<file path="src/rtl/dmb_pkg.sv">
// Package: shared types for the dual-mode Booth multiplier.
// Assumes: a Booth digit is stored as sign plus one-hot magnitude.
package dmb_pkg;

    // One radix-4 Booth digit: neg = negative, one = |1|, two = |2|.
    typedef struct packed {
        logic neg;
        logic one;
        logic two;
    } bdigit_t;

endpackage

</file>
<file path="src/rtl/dmb_recoder.sv">
// Module: dmb_recoder
// Recodes the widened multiplier into NR radix-4 Booth digits.
// Assumes: the input already carries its extension bit; the value is
// sign-extended to an even width and an implicit zero sits below bit 0.
module dmb_recoder
    import dmb_pkg::*;
#(
    parameter int XW = 9,
    parameter int NR = 5
) (
    input  logic [XW-1:0]        mult,
    output bdigit_t [NR-1:0]     digits
);
    localparam int BW = 2 * NR;

    logic [BW:0] padded;

    // Build the padded multiplier: bit 0 is the implicit zero below the LSB.
    always_comb begin
        padded[0] = 1'b0;
        for (int k = 0; k < BW; k++) begin
            padded[k+1] = (k < XW) ? mult[k] : mult[XW-1];
        end
    end

    for (genvar i = 0; i < NR; i++) begin : g_win
        logic [2:0] win;
        assign win = padded[2*i+2 : 2*i];
        // Decode one overlapping three-bit window into sign and magnitude.
        always_comb begin
            digits[i].neg = win[2] & ~(win[1] & win[0]);
            digits[i].one = win[1] ^ win[0];
            digits[i].two = (win == 3'b011) | (win == 3'b100);
        end
    end

endmodule

</file>
<file path="src/rtl/dmb_ppgen.sv">
// Module: dmb_ppgen
// Forms one PW-bit partial product row per Booth digit, plus a correction
// row that carries the +1 for every negative digit at column 2*i.
// Assumes: the multiplicand is widened (XW bits, signed) and PW > 2*(NR-1).
module dmb_ppgen
    import dmb_pkg::*;
#(
    parameter int XW = 9,
    parameter int NR = 5,
    parameter int PW = 16
) (
    input  logic [XW-1:0]        mcand_x,
    input  bdigit_t [NR-1:0]     digits,
    output logic [NR:0][PW-1:0]  rows
);
    logic [PW-1:0] mult1;
    logic [PW-1:0] mult2;

    // Sign-extend the widened multiplicand to product width and form 2x.
    always_comb begin
        for (int k = 0; k < PW; k++) begin
            mult1[k] = (k < XW) ? mcand_x[k] : mcand_x[XW-1];
        end
        mult2 = mult1 << 1;
    end

    for (genvar i = 0; i < NR; i++) begin : g_row
        logic [PW-1:0] sel;
        // Pick the multiple, invert when negative, shift to the row weight.
        always_comb begin
            if (digits[i].two) begin
                sel = mult2;
            end else if (digits[i].one) begin
                sel = mult1;
            end else begin
                sel = '0;
            end
            if (digits[i].neg) begin
                sel = ~sel;
            end
            rows[i] = sel << (2 * i);
        end
    end

    // Gather the +1 corrections of the negative rows into one extra row.
    always_comb begin
        rows[NR] = '0;
        for (int i = 0; i < NR; i++) begin
            rows[NR][2*i] = digits[i].neg;
        end
    end

endmodule

</file>
<file path="src/rtl/dmb_csa_reduce.sv">
// Module: dmb_csa_reduce
// Compresses NIN rows to a sum row and a carry row using 3:2 carry-save
// stages; carries are shifted one column left and truncated at PW.
// Assumes: NIN >= 3; results are modulo 2^PW.
module dmb_csa_reduce #(
    parameter int NIN = 6,
    parameter int PW  = 16
) (
    input  logic [NIN-1:0][PW-1:0] rows,
    output logic [PW-1:0]          sum_row,
    output logic [PW-1:0]          carry_row
);
    localparam int NST = NIN - 1;

    logic [NST-1:0][PW-1:0] s_v;
    logic [NST-1:0][PW-1:0] c_v;

    // Seed the chain with the first two rows as a redundant pair.
    assign s_v[0] = rows[0];
    assign c_v[0] = rows[1];

    for (genvar k = 1; k < NST; k++) begin : g_stage
        logic [PW-1:0] maj;
        // Add one more row to the pair with a row of full adders.
        always_comb begin
            maj    = (s_v[k-1] & c_v[k-1]) | (s_v[k-1] & rows[k+1]) | (c_v[k-1] & rows[k+1]);
            s_v[k] = s_v[k-1] ^ c_v[k-1] ^ rows[k+1];
            c_v[k] = maj << 1;
        end
    end

    assign sum_row   = s_v[NST-1];
    assign carry_row = c_v[NST-1];

endmodule

</file>
<file path="src/rtl/dmb_cla.sv">
// Module: dmb_cla
// Carry-lookahead adder: GW-bit groups produce group generate/propagate,
// a flat lookahead unit forms every group carry-in from them.
// Assumes: PW is a multiple of GW; carry-in is zero, carry-out dropped.
module dmb_cla #(
    parameter int PW = 16,
    parameter int GW = 4
) (
    input  logic [PW-1:0] op_a,
    input  logic [PW-1:0] op_b,
    output logic [PW-1:0] sum
);
    localparam int NG = PW / GW;

    logic [PW-1:0] gen;
    logic [PW-1:0] prp;
    logic [NG-1:0] grp_g;
    logic [NG-1:0] grp_p;
    logic [NG-1:0] grp_cin;
    logic [PW-1:0] cbit;

    assign gen = op_a & op_b;
    assign prp = op_a ^ op_b;

    // Group generate and propagate for each GW-bit slice.
    always_comb begin
        for (int j = 0; j < NG; j++) begin
            grp_g[j] = 1'b0;
            grp_p[j] = 1'b1;
            for (int b = 0; b < GW; b++) begin
                grp_g[j] = gen[j*GW+b] | (prp[j*GW+b] & grp_g[j]);
                grp_p[j] = grp_p[j] & prp[j*GW+b];
            end
        end
    end

    // Lookahead unit: each group carry-in as a flat sum of products.
    always_comb begin
        logic term;
        for (int j = 0; j < NG; j++) begin
            grp_cin[j] = 1'b0;
            for (int k = 0; k < j; k++) begin
                term = grp_g[k];
                for (int m = k + 1; m < j; m++) begin
                    term = term & grp_p[m];
                end
                grp_cin[j] = grp_cin[j] | term;
            end
        end
    end

    // In-group carries from the group carry-in, then the sum bits.
    always_comb begin
        for (int j = 0; j < NG; j++) begin
            cbit[j*GW] = grp_cin[j];
            for (int b = 1; b < GW; b++) begin
                cbit[j*GW+b] = gen[j*GW+b-1] | (prp[j*GW+b-1] & cbit[j*GW+b-1]);
            end
        end
        sum = prp ^ cbit;
    end

endmodule

</file>
<file path="src/rtl/dual_mode_booth_mul.sv">
// Module: dual_mode_booth_mul (top)
// Combinational W x W multiplier for signed or unsigned operands. Both
// operands gain one extension bit (MSB copy in signed mode, zero in
// unsigned), so one radix-4 Booth datapath covers both formats.
// Assumes: product is the low 2*W bits; no clock, no state.
module dual_mode_booth_mul
    import dmb_pkg::*;
#(
    parameter int W = 8
) (
    input  logic           sgn_mode,
    input  logic [W-1:0]   mcand,
    input  logic [W-1:0]   mplier,
    output logic [2*W-1:0] product
);
    localparam int XW = W + 1;
    localparam int BW = XW + (XW % 2);
    localparam int NR = BW / 2;
    localparam int PW = 2 * W;

    logic [XW-1:0]       xa;
    logic [XW-1:0]       xb;
    bdigit_t [NR-1:0]    digs;
    logic [NR:0][PW-1:0] rows;
    logic [PW-1:0]       vs;
    logic [PW-1:0]       vc;

    // Widen both operands with the mode-dependent extension bit.
    assign xa = {sgn_mode & mcand[W-1], mcand};
    assign xb = {sgn_mode & mplier[W-1], mplier};

    dmb_recoder #(.XW(XW), .NR(NR)) u_rec (
        .mult   (xb),
        .digits (digs)
    );

    dmb_ppgen #(.XW(XW), .NR(NR), .PW(PW)) u_pp (
        .mcand_x (xa),
        .digits  (digs),
        .rows    (rows)
    );

    dmb_csa_reduce #(.NIN(NR + 1), .PW(PW)) u_csa (
        .rows      (rows),
        .sum_row   (vs),
        .carry_row (vc)
    );

    dmb_cla #(.PW(PW), .GW(4)) u_add (
        .op_a (vs),
        .op_b (vc),
        .sum  (product)
    );

endmodule

</file>
<file path="config.mk">
export PLATFORM = sky130hd
export DESIGN_NAME = dual_mode_booth_mul
export DESIGN_NICKNAME = d
export VERILOG_FILES = /design/src/rtl/dmb_pkg.sv /design/src/rtl/dmb_recoder.sv /design/src/rtl/dmb_ppgen.sv /design/src/rtl/dmb_csa_reduce.sv /design/src/rtl/dmb_cla.sv /design/src/rtl/dual_mode_booth_mul.sv
export SDC_FILE = /design/constraint.sdc
export NUM_CORES = 1
export LEC_CHECK = 0
export CAP_MARGIN = 0
export CORE_ASPECT_RATIO = 0.75
export CORE_UTILIZATION = 60
export DETAILED_ROUTE_END_ITERATION = 12
export GPL_TIMING_DRIVEN = 0
export PLACE_DENSITY = 0.91
export RECOVER_POWER = 50
export SETUP_SLACK_MARGIN = 0.5
export SYNTH_ARGS = -nofsm -noshare
export SYNTH_HDL_FRONTEND = slang
export SYNTH_HIERARCHICAL = 1
export SYNTH_SLANG_ARGS = --single-unit
</file>
<file path="constraint.sdc">
create_clock -name vclk -period 8.1
set_input_delay 0.81 -clock vclk [all_inputs]
set_output_delay 0.81 -clock vclk [all_outputs]
set_load 0.02 [all_outputs]
</file>
-- Word level (Yosys, flattened, before mapping)
Cells that the tools add are included.
- bits in registers: 0
- bits of input ports: 17
- output and inout port bits: 16
- equal/unequal tests: 9
- multiplexer cells: 15
- bitwise logic cells: 106
- operator list (cell ; count):
    AND 15 bit ; 11
    XOR 16 bit ; 9
    OR 15 bit ; 8
    two-way mux 16 bit ; 3
    two-way mux 14 bit ; 3
    AND 1 bit ; 37
    two-way mux 12 bit ; 3
    AND 15 x 9 -> 15 bit ; 2
    two-way mux 10 bit ; 3
    OR 1 bit ; 25
    two-way mux 8 bit ; 3
    NOT 16 bit ; 1
    XOR 16 x 9 -> 16 bit ; 1
    NOT 14 bit ; 1
    == test 3 x 2 -> 1 bit (second input constant) ; 4
    == test 3 bit (second input constant) ; 4
    NOT 12 bit ; 1
    NOT 10 bit ; 1
    NOT 8 bit ; 1
    NOT 1 bit ; 4
    XOR 1 bit ; 4
    == test 2 bit (second input constant) ; 1

-- Depth between registers and ports, before layout
Gate-level depths: netlist of run 1.
- word-level depth: 35
- depth in mapped cells: 20
- mapped depth without buffers: 19

-- Hierarchy
Netlist of run 1, hierarchy kept.
- by module, submodules not included (module ; times used ; cells an instance ; area an instance (µm²)):
    dmb_ppgen ; 1 ; 307 ; 2362.3
    dmb_csa_reduce ; 1 ; 80 ; 1313.8
    dmb_cla ; 1 ; 37 ; 489.2
    dmb_recoder ; 1 ; 26 ; 214.0
    dual_mode_booth_mul ; 1 ; 2 ; 12.5

-- Least setup slack after synthesis of run 1
Ideal clock, no wire load.
- kind: input-to-output
- from: input mplier[1]
- to: output product[15]
- arrival time: 6.623 ns
- slack: 0.667 ns
- stages: 18
- path buffers: 1
- cells stage by stage: ha_1 > mux2_4 > buf_2 > nand3b_1 > xnor2_1 > fa_1 > fa_1 > fa_1 > fa_1 > fa_1 > fa_1 > and4_4 > a2111oi_4 > o211ai_2 > fa_1 > fa_1 > fa_1 > xnor2_1
- RTL lines (what ; line ; source):
    from (decl) ; dual_mode_booth_mul.sv:13 ; input logic [W-1:0] mplier,
    to (decl) ; dual_mode_booth_mul.sv:14 ; output logic [2*W-1:0] product

==> flow_metrics.tcl, run 1 <==
set metrics [dict create \
    status "complete, no violations" \
    ys_seq_area_share_pct 0 \
    drcViolationCount 0 \
    power.switching_mw 1.22 \
    dp_hpwl_mm 8.98 \
    area_growth_pct 15.4 \
    hold_ws_ns 2.93 \
    finalHoldViolations 0 \
    final_area_um2 5070 \
    die_area_um2 7670 \
    synth_top_area_share_pct 31.5 \
    maxSlewHeadroom_pct 56.5 \
    power.total_mw 2.30 \
    drtAntennaViolNets 0 \
    tns_ns 0 \
    portBuffers 27 \
    synthCells 452 \
    instances_no_fill 612 \
    fin_nets 621 \
    insertedDiodeCount 0 \
    swShare_pct 52.8 \
    cp.required_ns 7.29 \
    grt-ovfl-total 0 \
    seq_power_share_pct 0 \
    m1WireLength_mm 4.59 \
    ys_top_cells_by_area "fa_1 31%, a211oi_2 11%, buf_4 11%" \
    maxCapViolCount 0 \
    synth_top_area_cell "fa_1" \
    antenna_found_initial 0 \
    wl_per_cell_um 18.7 \
    synth.top_cells.by_count "69 x fa_1, 62 x buf_4, 44 x nand3b_1" \
    synth_cell_types 30 \
    wl_met3_mm 1.28 \
    die_h_um 76.1 \
    worstSetupPathType "in2out" \
    p_leak_nw 2.38 \
    ir_drop_mv 0.556 \
    drive_gt1_share_pct 33.1 \
    drv_slew 0 \
    ys_warn_count 6 \
    io_pins 33 \
    finalCritPeriodShare_pct 92.0 \
    drt-total-wl_mm 11.4 \
    die_w_um 101 \
    setup_violations 0 \
    worst_pin_slew_ns 0.651 \
    num_vias 3747 \
    grtUsageTotal_pct 30.2 \
    core_um2 6930 \
    fmax_mhz 134 \
    fin_ws_ns 0.645 \
    drtPass1Iterations 5 \
    hold_path.class "in2out" \
    initial_core_util_pct 63.4 \
    startpoint "mplier[2]" \
    first_iter_violations 420 \
    start_kind "primary input" \
    grt_pass1_wl_mm 18.2 \
    seq_cells 0 \
    via_per_inst 6.12 \
    dp_slack_ns -0.735 \
    crit_arrival_ns 6.65 \
    cp-end-kind "primary output" \
    maxUsedRoutingLayer "met4" \
    path_max_fanout 10 \
    wl_met2_mm 5.32 \
    p_per_area_nw_per_um2 454 \
    post-synth-top-count-cell "fa_1" \
    nClkBuffers 0 \
    hold_start "mplier[1]" \
    row_count 26 \
    dp_cells 607 \
    pwr-share-clk_pct 0 \
    regArea_um2 0 \
    gp_congestion 0.947 \
    grt_max_degree 11 \
    fin_crit_ns 7.46 \
    grt_pass1_vias 3649 \
    place_area_um2 4900 \
    syn_area_um2 4390 \
    fin_util_pct 73.1 \
    rsz0062_at_grt "no" \
    combPwrFrac_pct 100.0 \
    p_int_mw 1.09 \
    synth_area_per_cell_um2 9.72 \
]
[layer usage]
metal  vias to the layer above  track usage (%)
met5                         -                0
met4                         0             4.20
met3                        41             5.05
met2                       232             49.5
met1                      1826             42.8
li1                       1648                -
[worst paths after layout]
kind | slack (ns) | cells past startpoint | end
setup / recovery | 0.64 | 20 | product[15]
hold / removal | 2.93 | 6 | product[0]
[cell usage in the layout, fill, tap and decap left out, drive strengths merged, types with 16 or more instances in the layout]
master  count
a211oi     39
a21oi      39
and3       40
and4b      39
buf        96
conb       33
fa         69
ha         19
inv        20
nand3b     44
xnor2      16
[critical path: stages]
cell and delay [ns]:
clkdlybuf4s15_1 0.18, ha_2 0.20, mux2_4 0.29, buf_4 0.15
buf_4 0.15, and3_1 0.19, a211oi_2 0.32, fa_1 0.51
fa_1 0.50, fa_1 0.48, fa_1 0.49, fa_2 0.42
and4_4 0.17, a2111oi_4 0.25, o211ai_2 0.15, fa_2 0.36
fa_2 0.34, fa_2 0.36, xnor2_2 0.16, buf_4 0.16
[what timing repair did]
item	CTS	global route
buffers inserted	4	1
endpoints found under the hold margin	0	0
endpoints found under the setup margin	11	9
gates resized for setup	52	23
hold buffers	0	0
pin swaps	17	21
[power by group through the flow]
stage / registers (mW) / clock network, mW / logic (mW)
floorplan: 0 / 0 / 1.56
global placement: 0 / 0 / 2.17
detailed placement: 0 / 0 / 2.30
CTS: 0 / 0 / 2.28
global route: 0 / 0 / 2.51
finish: 0 / 0 / 2.30
[cell families after synthesis]
logic type / after synthesis / share of synthesized area (%)
xor+xnor: 20 / 4.47
mux: 3 / 1.03
compound gates: 87 / 17.4
buf+inv: 117 / 16.3
fa+ha+maj: 88 / 36.9
simple gates: 134 / 23.7
other cells: 3 / 0.256
[area by class of cell]
class	count	area (um^2)
well taps	98	123
multi-input cells	365	3910
fillers	466	1860
repair buffers	32	295
inverters	20	75.1
plain buffers	97	663
Note: power is estimated with default switching activity, not from simulation.
==> run 2: changes to the inputs <==
--- a/config.mk
+++ b/config.mk
@@ -5,8 +5,8 @@
 export SDC_FILE = /design/constraint.sdc
 export NUM_CORES = 1
 export LEC_CHECK = 0
-export CAP_MARGIN = 0
 export CORE_ASPECT_RATIO = 0.75
+export CORE_MARGIN = 2
 export CORE_UTILIZATION = 60
 export DETAILED_ROUTE_END_ITERATION = 12
 export GPL_TIMING_DRIVEN = 0
==> run 2 against run 1 <==
  * Total power up 1.7%
  * Die area grew 4.7%
  * Largest cell class unchanged
  * Combinational power is 2% higher
  * Sequential share of layout area stayed put
  * Via count is 1.8% higher
  * Final cell count up 0.65%
  * First-iteration DRC count down 19%
  * Cell area is 0.49% higher
  * Sequential cell count unchanged
  * Global-route usage hardly changed
  * Worst setup slack worse by 0.076 ns
  * Largest power group unchanged
  * Non-clock buffer count increased by 4
==> flow_metrics.tcl, run 2 (same netlist as run 1, synthesis figures left out) <==
set metrics [dict create \
    status "complete, no violations" \
    drtAntennaViolNets 0 \
    swShare_pct 53.6 \
    dp_cells 607 \
    fin_util_pct 73.2 \
    drtPass1Iterations 6 \
    drive_gt1_share_pct 33.4 \
    rsz0062_at_grt "no" \
    hold_ws_ns 2.91 \
    dp_slack_ns -0.821 \
    drt-total-wl_mm 12.2 \
    p_per_area_nw_per_um2 460 \
    dp_hpwl_mm 9.26 \
    antenna_found_initial 0 \
    initial_core_util_pct 63.1 \
    start_kind "primary input" \
    finalCritPeriodShare_pct 93.0 \
    grt-ovfl-total 0 \
    ir_drop_mv 0.594 \
    maxSlewHeadroom_pct 55.1 \
    pwr-share-clk_pct 0 \
    first_iter_violations 342 \
    fin_nets 625 \
    instances_no_fill 616 \
    die_area_um2 8030 \
    insertedDiodeCount 0 \
    endpoint "product[15]" \
    fin_ws_ns 0.569 \
    drv_slew 0 \
    portBuffers 27 \
    grt_max_degree 11 \
    fin_crit_ns 7.53 \
    hold_path.class "in2out" \
    worst_pin_slew_ns 0.672 \
    p_int_mw 1.09 \
    seq_power_share_pct 0 \
    crit_arrival_ns 6.72 \
    regArea_um2 0 \
    io_pins 33 \
    gp_congestion 0.977 \
    grt_pass1_vias 3788 \
    core_um2 6960 \
    grtUsageTotal_pct 30.2 \
    nClkBuffers 0 \
    final_cell_mix "77 x buf_4, 60 x fa_1, 44 x nand3b_1" \
    startpoint "mcand[0]" \
    finalHoldViolations 0 \
    die_w_um 103 \
    setup_violations 0 \
    wl_per_cell_um 19.7 \
    fmax_mhz 133 \
    p_leak_nw 2.38 \
    area_growth_pct 16.0 \
    place_area_um2 4900 \
    row_count 26 \
    cp-end-kind "primary output" \
    grt_pass1_wl_mm 18.8 \
    drcViolationCount 0 \
    power.switching_mw 1.25 \
    num_vias 3813 \
    worstSetupPathType "in2out" \
    die_h_um 78.1 \
    power.total_mw 2.34 \
    path_max_fanout 10 \
    final_common_cell "buf_4" \
    combPwrFrac_pct 100.0 \
    cp.required_ns 7.29 \
    seq_cells 0 \
    maxCapViolCount 0 \
    final_area_um2 5090 \
    tns_ns 0 \
    via_per_inst 6.19 \
]
run 2: cell types whose count changed in the layout (fill, tap and decap cells not counted), sizes merged:
cell / delta
dlygate4sd2: +2
buf: +5
clkbuf: -2
dlymetal6s2s: -2
dlygate4sd3: +1
run 2: how the worst min path moves through the flow:
stage          depth (start not counted)          to       from
2_1_floorplan                          4  product[0]  mplier[1]
3_3_place_gp                           6  product[0]  mplier[1]
5_1_grt                                6  product[0]  mplier[1]
6_report                               6  product[0]  mplier[1]
3_5_place_dp                           6  product[0]  mplier[1]
4_1_cts                                6  product[0]  mplier[1]
run 2: layout make-up:
cell class | count | area, um^2
Buffer | 97 | 663
Fill cell | 517 | 1870
Inverter | 20 | 75.1
Multi-Input combinational cell | 365 | 3910
Tap cell | 98 | 123
Timing Repair Buffer | 36 | 319
run 2: power by group through the flow:
stage / clock [mW] / sequential [mW] / combinational [mW]
3_5_place_dp: 0 / 0 / 2.33
2_1_floorplan: 0 / 0 / 1.56
6_report: 0 / 0 / 2.34
4_1_cts: 0 / 0 / 2.31
3_3_place_gp: 0 / 0 / 2.18
5_1_grt: 0 / 0 / 2.56
run 2: critical path: stages:
cell	delay (ns)
dlygate4sd3_1	0.69
buf_4	0.25
nand3b_1	0.14
xnor2_2	0.21
fa_1	0.47
fa_1	0.49
fa_1	0.46
fa_1	0.47
fa_2	0.37
fa_2	0.39
and4_4	0.17
a2111oi_4	0.24
o211ai_2	0.14
fa_2	0.36
fa_2	0.36
fa_2	0.37
xnor2_2	0.15
buf_4	0.17
run 2: what timing repair did:
| item | in CTS | in global routing |
|---|---|---|
| setup endpoints to repair | 11 | 7 |
| pin swaps | 18 | 17 |
| hold buffers | 0 | 0 |
| buffers inserted | 5 | 4 |
| resized for setup | 52 | 19 |
run 2: metal layers:
metal  GRT usage [%]  up-vias  share of wire [%]
met1            40.6     1888                 38
met5               0        -                  0
li1                -     1663                  -
met2            51.2      227                 49
met4            4.21        0                1.7
met3            6.68       35                 11
==> run 3: changes to the inputs <==
--- a/config.mk
+++ b/config.mk
@@ -6,7 +6,6 @@
 export NUM_CORES = 1
 export LEC_CHECK = 0
 export CORE_ASPECT_RATIO = 0.75
-export CORE_MARGIN = 2
 export CORE_UTILIZATION = 60
 export DETAILED_ROUTE_END_ITERATION = 12
 export GPL_TIMING_DRIVEN = 0
==> results of run 3 <==
Same layout as run 1: the final DEF is identical, and so are final timing and power.
